===== src/rtl/pwm_ctrl_pkg.sv =====
package pwm_ctrl_pkg;

    localparam int DIV_W  = 13;
    localparam int DUTY_W = 8;

    // Layout of a channel configuration word (bit positions are fixed).
    typedef struct packed {
        logic              run;        // [31]
        logic [5:0]        rsv_hi;     // [30:25]
        logic              force_hi;   // [24]
        logic [DUTY_W-1:0] high_time;  // [23:16]
        logic [2:0]        rsv_lo;     // [15:13]
        logic [DIV_W-1:0]  divider;    // [12:0]
    } chan_cfg_t;

    function automatic chan_cfg_t clean_cfg(input logic [31:0] word);
        chan_cfg_t c;
        c        = chan_cfg_t'(word);
        c.rsv_hi = '0;
        c.rsv_lo = '0;
        return c;
    endfunction

endpackage


===== src/rtl/pwm_prescaler.sv =====
module pwm_prescaler
    import pwm_ctrl_pkg::*;
(
    input  logic             clk,
    input  logic             rst_n,
    input  logic             run,
    input  logic             restart,
    input  logic [DIV_W-1:0] divider,
    output logic             tick
);

    typedef struct packed {
        logic [DIV_W-1:0] pre;
    } pre_state_t;

    pre_state_t st_q, st_d;

    assign tick = run && (st_q.pre == divider);

    always_comb begin
        st_d = st_q;
        if (!run || restart) begin
            st_d.pre = '0;
        end else if (tick) begin
            st_d.pre = '0;
        end else begin
            st_d.pre = st_q.pre + 1'b1;
        end
    end

    always_ff @(posedge clk or negedge rst_n) begin
        if (!rst_n) st_q <= '0;
        else        st_q <= st_d;
    end

    // the prescale count never passes the divider while running
    a_r4_pre_bound: assert property (@(posedge clk) disable iff (!rst_n)
        run |-> (st_q.pre <= divider));

    // a restart clears the prescaler
    a_r9_pre_restart: assert property (@(posedge clk) disable iff (!rst_n)
        restart |=> (st_q.pre == '0));

endmodule


===== src/rtl/pwm_period_ctr.sv =====
module pwm_period_ctr
    import pwm_ctrl_pkg::*;
(
    input  logic              clk,
    input  logic              rst_n,
    input  logic              run,
    input  logic              restart,
    input  logic              tick,
    input  logic [DUTY_W-1:0] high_time,
    input  logic              force_hi,
    output logic              pwm_o
);

    typedef struct packed {
        logic [DUTY_W-1:0] cnt;
    } ctr_state_t;

    ctr_state_t st_q, st_d;

    always_comb begin
        st_d = st_q;
        if (!run || restart) begin
            st_d.cnt = '0;
        end else if (tick) begin
            st_d.cnt = st_q.cnt + 1'b1;
        end
    end

    always_ff @(posedge clk or negedge rst_n) begin
        if (!rst_n) st_q <= '0;
        else        st_q <= st_d;
    end

    assign pwm_o = run && (force_hi || (st_q.cnt < high_time));

    // counter holds between ticks
    a_r4_hold: assert property (@(posedge clk) disable iff (!rst_n)
        (run && !restart && !tick) |=> (st_q.cnt == $past(st_q.cnt)));

    // counter steps by one per tick, wrapping after 256 ticks
    a_r5_step: assert property (@(posedge clk) disable iff (!rst_n)
        (run && !restart && tick) |=> (st_q.cnt == $past(st_q.cnt) + 8'd1));

    // a restart begins a fresh period
    a_r9_cnt_restart: assert property (@(posedge clk) disable iff (!rst_n)
        restart |=> (st_q.cnt == '0));

    // a stopped channel keeps its counter at zero
    a_r8_idle_zero: assert property (@(posedge clk) disable iff (!rst_n)
        !run |=> (st_q.cnt == '0));

endmodule


===== src/rtl/pwm_channel.sv =====
module pwm_channel
    import pwm_ctrl_pkg::*;
(
    input  logic              clk,
    input  logic              rst_n,
    input  logic              run,
    input  logic              restart,
    input  logic [DIV_W-1:0]  divider,
    input  logic [DUTY_W-1:0] high_time,
    input  logic              force_hi,
    output logic              pwm_o
);

    logic tick;

    pwm_prescaler u_pre (
        .clk     (clk),
        .rst_n   (rst_n),
        .run     (run),
        .restart (restart),
        .divider (divider),
        .tick    (tick)
    );

    pwm_period_ctr u_ctr (
        .clk       (clk),
        .rst_n     (rst_n),
        .run       (run),
        .restart   (restart),
        .tick      (tick),
        .high_time (high_time),
        .force_hi  (force_hi),
        .pwm_o     (pwm_o)
    );

endmodule


===== src/rtl/pwm_multi.sv =====
module pwm_multi
    import pwm_ctrl_pkg::*;
#(
    parameter int NUM_CH = 4,
    parameter int ADDR_W = 8
) (
    input  logic              clk,
    input  logic              rst_n,
    input  logic              bus_wen,
    input  logic [ADDR_W-1:0] bus_addr,
    input  logic [31:0]       bus_wdata,
    output logic [31:0]       bus_rdata,
    output logic [NUM_CH-1:0] pwm_out
);

    localparam int STRIDE_W = 4;                 // 16-byte stride
    localparam int CH_IDX_W = ADDR_W - STRIDE_W;

    typedef struct {
        chan_cfg_t   cfg [NUM_CH];
        logic [31:0] rdata;
    } top_state_t;

    top_state_t st_q, st_d;

    logic [CH_IDX_W-1:0] ch_idx;
    logic                addr_hit;
    logic [NUM_CH-1:0]   restart;

    assign ch_idx   = bus_addr[ADDR_W-1:STRIDE_W];
    assign addr_hit = (bus_addr[STRIDE_W-1:0] == '0) && (int'(ch_idx) < NUM_CH);

    always_comb begin
        st_d       = st_q;
        restart    = '0;
        st_d.rdata = '0;
        for (int ch = 0; ch < NUM_CH; ch++) begin
            if (addr_hit && (ch_idx == CH_IDX_W'(ch))) begin
                st_d.rdata = st_q.cfg[ch];
                if (bus_wen) begin
                    st_d.cfg[ch] = clean_cfg(bus_wdata);
                    restart[ch]  = 1'b1;
                end
            end
        end
    end

    always_ff @(posedge clk or negedge rst_n) begin
        if (!rst_n) begin
            for (int ch = 0; ch < NUM_CH; ch++) st_q.cfg[ch] <= '0;
            st_q.rdata <= '0;
        end else begin
            st_q <= st_d;
        end
    end

    assign bus_rdata = st_q.rdata;

    generate
        for (genvar g = 0; g < NUM_CH; g++) begin : g_ch
            pwm_channel u_chan (
                .clk       (clk),
                .rst_n     (rst_n),
                .run       (st_q.cfg[g].run),
                .restart   (restart[g]),
                .divider   (st_q.cfg[g].divider),
                .high_time (st_q.cfg[g].high_time),
                .force_hi  (st_q.cfg[g].force_hi),
                .pwm_o     (pwm_out[g])
            );
        end
    endgenerate

    // reserved bits never read back as one
    a_r2_rsv_zero: assert property (@(posedge clk) disable iff (!rst_n)
        (bus_rdata[15:13] == 3'b0) && (bus_rdata[30:25] == 6'b0));

    // unmapped addresses read as zero
    a_r3_miss_read_zero: assert property (@(posedge clk) disable iff (!rst_n)
        !addr_hit |=> (bus_rdata == 32'b0));

    // at most one channel restarts per write
    a_r10_one_restart: assert property (@(posedge clk) disable iff (!rst_n)
        $onehot0(restart));

endmodule


===== config.mk =====
export PLATFORM = sky130hd
export DESIGN_NAME = pwm_multi
export DESIGN_NICKNAME = d
export VERILOG_FILES = /design/src/rtl/pwm_ctrl_pkg.sv /design/src/rtl/pwm_prescaler.sv /design/src/rtl/pwm_period_ctr.sv /design/src/rtl/pwm_channel.sv /design/src/rtl/pwm_multi.sv
export SDC_FILE = /design/constraint.sdc
export NUM_CORES = 1
export LEC_CHECK = 0
export BUFFER_PORTS_ARGS = -buffer_cell sky130_fd_sc_hd__buf_2
export CORE_MARGIN = 2
export CORE_UTILIZATION = 59
export DETAILED_ROUTE_END_ITERATION = 12
export GPL_TIMING_DRIVEN = 0
export PLACE_DENSITY_LB_ADDON = 0.2
export RECOVER_POWER = 100
export SETUP_SLACK_MARGIN = 0.02
export SYNTH_ARGS = -nofsm -noshare
export SYNTH_HDL_FRONTEND = slang
export SYNTH_SLANG_ARGS = --single-unit

===== constraint.sdc =====
create_clock -name clk -period 3 [get_ports clk]
set_input_delay 0.3 -clock clk [delete_from_list [all_inputs] [get_ports clk]]
set_output_delay 0.3 -clock clk [all_outputs]
set_load 0.005 [all_outputs]

After elaboration in Yosys (flattened, before gate mapping). Index checks and enable logic that the tools add are counted.

Word-level logic and storage cells: 105. Output and inout bits: 36. Register bits: 208. Input port bits: 43.

$lt $le $gt $ge: 5. Reductions and logical operators: 35. Add/subtract/negate cells: 8. Equality and inequality tests: 7. Multiplexer cells: 25.

Operators by type and width (count): $mux W32 (4); $mux W13 (8); $mux W8 (8); $add A13 B1 Y13 const B (4); $eq A13 B13 Y1 (4); $add A8 B1 Y8 const B (4); $lt A8 B8 Y1 (4); $logic_and A1 B1 Y1 (13); $eq A4 B2 Y1 const B (2); $logic_not A4 Y1 (2); $logic_or A1 B1 Y1 (8); $reduce_and A2 Y1 (4); $reduce_bool A2 Y1 (4); $mux W1 (5); $eq A4 B1 Y1 const B (1); $logic_not A1 Y1 (4); $lt A4 B3 Y1 const B (1).

Longest topological paths before layout.
Depth after elaboration: 7. Gate-level depth with buffers: 8.

By module. A second synthesis with hierarchy kept.

Cell total of the unflattened synthesis: 892. Area total of the unflattened synthesis: 10578.9 sq um.

Modules (own cells, without submodules): pwm_multi (area an instance 5063.6 sq um, times used 1, cells each 320); pwm_prescaler (area an instance 794.5 sq um, times used 4, cells each 80); pwm_period_ctr (area an instance 584.3 sq um, times used 4, cells each 63).

Least setup slack after synthesis. No wires, ideal clock.

Kind: reg-to-reg. From: register g_ch[3].u_chan.u_pre.st_q[1] in the netlist's numbering. To: register g_ch[3].u_chan.u_ctr.st_q[7] in the netlist's numbering. Cell stages (with the launch flop): 7. Path slack: 1094 ps. Arrival time: 1781 ps. Required time: 2875 ps. Cell sequence: dfrtp_1 -> xor2_1 -> nor4_2 -> nand4_1 -> buf_2 -> nor4_2 -> mux2_2.

Word-level cells in the longest chain between the ends: 3.

RTL lines: start: declaration (line pwm_prescaler.sv:16) `pre_state_t st_q, st_d;`; start signal: assignment (line pwm_prescaler.sv:33) `else st_q <= st_d;`; $eq A13 B13 Y1 (line pwm_prescaler.sv:18) `assign tick = run && (st_q.pre == divider);`; $logic_and A1 B1 Y1 (line pwm_prescaler.sv:18); $reduce_bool A2 Y1 (no source line); end signal: assignment (line pwm_period_ctr.sv:31) `else st_q <= st_d;`; end: declaration (line pwm_period_ctr.sv:18) `ctr_state_t st_q, st_d;`.

No other way between the ends. A chain may end at the register's enable or synchronous reset.

==> results.json <==
{
  "peakVddDrop_mv": 0.482,
  "antenna_found_initial": 3,
  "synth_area_per_cell_um2": 11.5,
  "placed_cell_area_mm2": 0.0111,
  "cts.sinks": 199,
  "whs_ns": 0.119,
  "yosysWarnings": 0,
  "core_area_mm2": 0.0173,
  "syn_area_mm2": 0.0104,
  "rows": 48,
  "grt_start_max_net_pins": 110,
  "hold_path_depth": 3,
  "cp-start-kind": "register",
  "dieArea_mm2": 0.0187,
  "layoutNonFillerInstCount": 1233,
  "dr.pass1.iters": 7,
  "area.sequential_mm2": 0.00498,
  "utilization": 0.666,
  "dp.cells": 1199,
  "root_buffer": "clkbuf_16",
  "synthDistinctLibCells": 48,
  "comb_power_share": 0.236,
  "clk_path_buf_depth": 2,
  "slew_headroom": 0.0204,
  "sw_frac_of_total": 0.330,
  "hold_viol": 0,
  "clk_latency_ns": 0.44,
  "switchingPower_mw": 2.39,
  "status": "complete, no violations",
  "grt_usage": 0.277,
  "cp-end-kind": "register",
  "final-setup-viol-count": 0,
  "numCtsBuffers": 17,
  "syn_inst": 907,
  "critPathKind": "register to register",
  "required_ns": 3.31,
  "ys_ff_latch": 199,
  "slew_violations": 0,
  "ff2ff_path_depth": 6,
  "fin_crit_ns": 2.65,
  "yosysTopAreaCell": "dfrtp_1",
  "cp_data_arrival_time_ns": 2.96,
  "clk_pin_slew_ns": 0.07,
  "worstPathMaxFanout": 10,
  "drive_above_1_share": 0.219,
  "fin_crit_sh": 0.884,
  "synth_common_cells": "dfrtp_1 (199), mux2_2 (81), xor2_1 (55)",
  "htree_levels": 4,
  "synth_top_area_frac": 0.478,
  "worst_pin_slew_ns": 1.47,
  "yosys-top-cells-area": "dfrtp_1 (48%), mux2_2 (8.8%), mux4_2 (5.0%)",
  "layout.nets": 1073,
  "grt_overflow": 0,
  "drt_iter0_drc": 585,
  "fmax_ghz": 0.377,
  "p_int_mw": 4.86,
  "ioPinCount": 79,
  "power_mw": 7.25,
  "cts_tree": "built",
  "multi_input_area_mm2": 0.00499,
  "ctsResizeCount": 0,
  "postRouteAntennaNets": 0,
  "yosysSeqAreaShare": 0.478,
  "nFillCells": 1373,
  "worst_clock_skew_ns": 0.0106,
  "hpwl_um": 17900,
  "port_buffers": 58,
  "drc": 0,
  "pwr-share-clk": 0.311,
  "cap_violations": 0,
  "p_per_area_mw_per_mm2": 629,
  "start_util": 0.602,
  "area_delta_synth_final_pct": 10.7,
  "grt_pass1_wl_um": 39200,
  "chipHeight_um": 137,
  "via_per_inst": 5.95,
  "synth.most_common_cell": "dfrtp_1",
  "hold_class": "primary input to register",
  "synth_ff_type": "dfrtp_1",
  "seq_power_share": 0.453,
  "async_reset_ff_frac": 1.00,
  "final_cell_area_mm2": 0.0115,
  "leakagePower_nw": 5.69,
  "vias": 7341,
  "dieWidth_um": 137,
  "synth_edf_count": 0,
  "gp_congestion": 0.852,
  "post_drt_wl_per_cell_um": 19.7,
  "totalWireLength_um": 24300,
  "rsz0062_at_grt": "no",
  "grt_pass1_vias": 7283
}
## area by class of cell
| cell class | instances | area share |
|---|---|---|
| multi-input cells | 626 | 0.433 |
| flip-flops and latches | 199 | 0.432 |
| clock buffers | 17 | 0.0369 |
| repair buffers | 60 | 0.0257 |
| well taps | 225 | 0.0244 |
| plain buffers | 49 | 0.0214 |
| inverters | 41 | 0.0134 |
| clock inverters | 15 | 0.0126 |
| diodes | 1 | 0.000217 |
## power by group through the flow
stage / clock, mW / combinational, mW / sequential, mW
after floorplan: 0 / 1.29 / 3.20
after global placement: 0 / 1.68 / 3.32
after detailed placement: 0 / 1.74 / 3.33
after CTS: 2.27 / 1.76 / 3.28
after global routing: 2.38 / 1.92 / 3.33
final: 2.26 / 1.71 / 3.29
## critical path, stage by stage, from the launching register on
cell and delay (ns):
dfrtp_1 0.44, xor2_1 0.20, nor4_1 0.38, nand4_1 0.39
o21ai_0 0.60, clkbuf_1 0.42, nor2_1 0.10
## logic make-up (layout without fill, tap and decap cells)
group                    after synthesis  count (layout)  synth area share
adder cells (fa/ha/maj)               36              36            0.0432
flip-flops                           199             199             0.478
AO/OA/AOI/OAI                         79              79            0.0508
XOR/XNOR                              96              96            0.0807
AND/OR/NAND/NOR                      291             291             0.159
other                                  1              10          0.000360
buffers and inverters                 90             182            0.0402
multiplexers                         115             115             0.148
## layer usage
layer	part of all wire	vias up	track usage
met5	0.00062	-	0
met4	0.023	2	0.0876
met3	0.052	43	0.0559
met2	0.48	197	0.444
met1	0.45	3683	0.384
li1	-	3416	-
## what timing repair did
item | 4_1_cts | 5_1_grt
buffers inserted | 0 | 0
hold endpoints to repair | 108 | 0
hold buffers | 1 | 0
## placed cells by master (no fill, tap or decap), drive strengths merged, types with 39 or more instances in the layout
master	n
xnor2	41
nand3	45
buf	64
mux2	81
inv	46
dfrtp	199
nor3	54
clkbuf	61
xor2	55
nand2	39
and3	45
## per-stage QoR
stage | setup slack, ns | setup TNS, ns
CTS | 0.390 | 0
finish | 0.347 | 0
global route | 0.182 | 0
detailed placement | 0.738 | 0
global placement | -1.68 | -331.58
floorplan | 1.09 | 0
## state kept, by name, summed over array words and instances, names as in the netlist
name                    cells
bus_rdata                  23
g_ch.u_chan.u_ctr.st_q     32
g_ch.u_chan.u_pre.st_q     52
st_q                       92
## path summary, 6_finish.rpt
path	slack, ns	end	startpoint
setup / recovery	0.35	g_ch[2].u_chan.u_pre.st_q[11]	g_ch[2].u_chan.u_pre.st_q[9]
min in group asynchronous	0.78	g_ch[0].u_chan.u_pre.st_q[4]	rst_n
hold reg to reg	0.55	st_q[87]	st_q[87]
hold / removal	0.12	st_q[63]	bus_wdata[31]
setup reg to reg	0.35	g_ch[2].u_chan.u_pre.st_q[11]	g_ch[2].u_chan.u_pre.st_q[9]
max in group asynchronous	0.69	st_q[151]	rst_n
(Power assumes the default switching activity.)
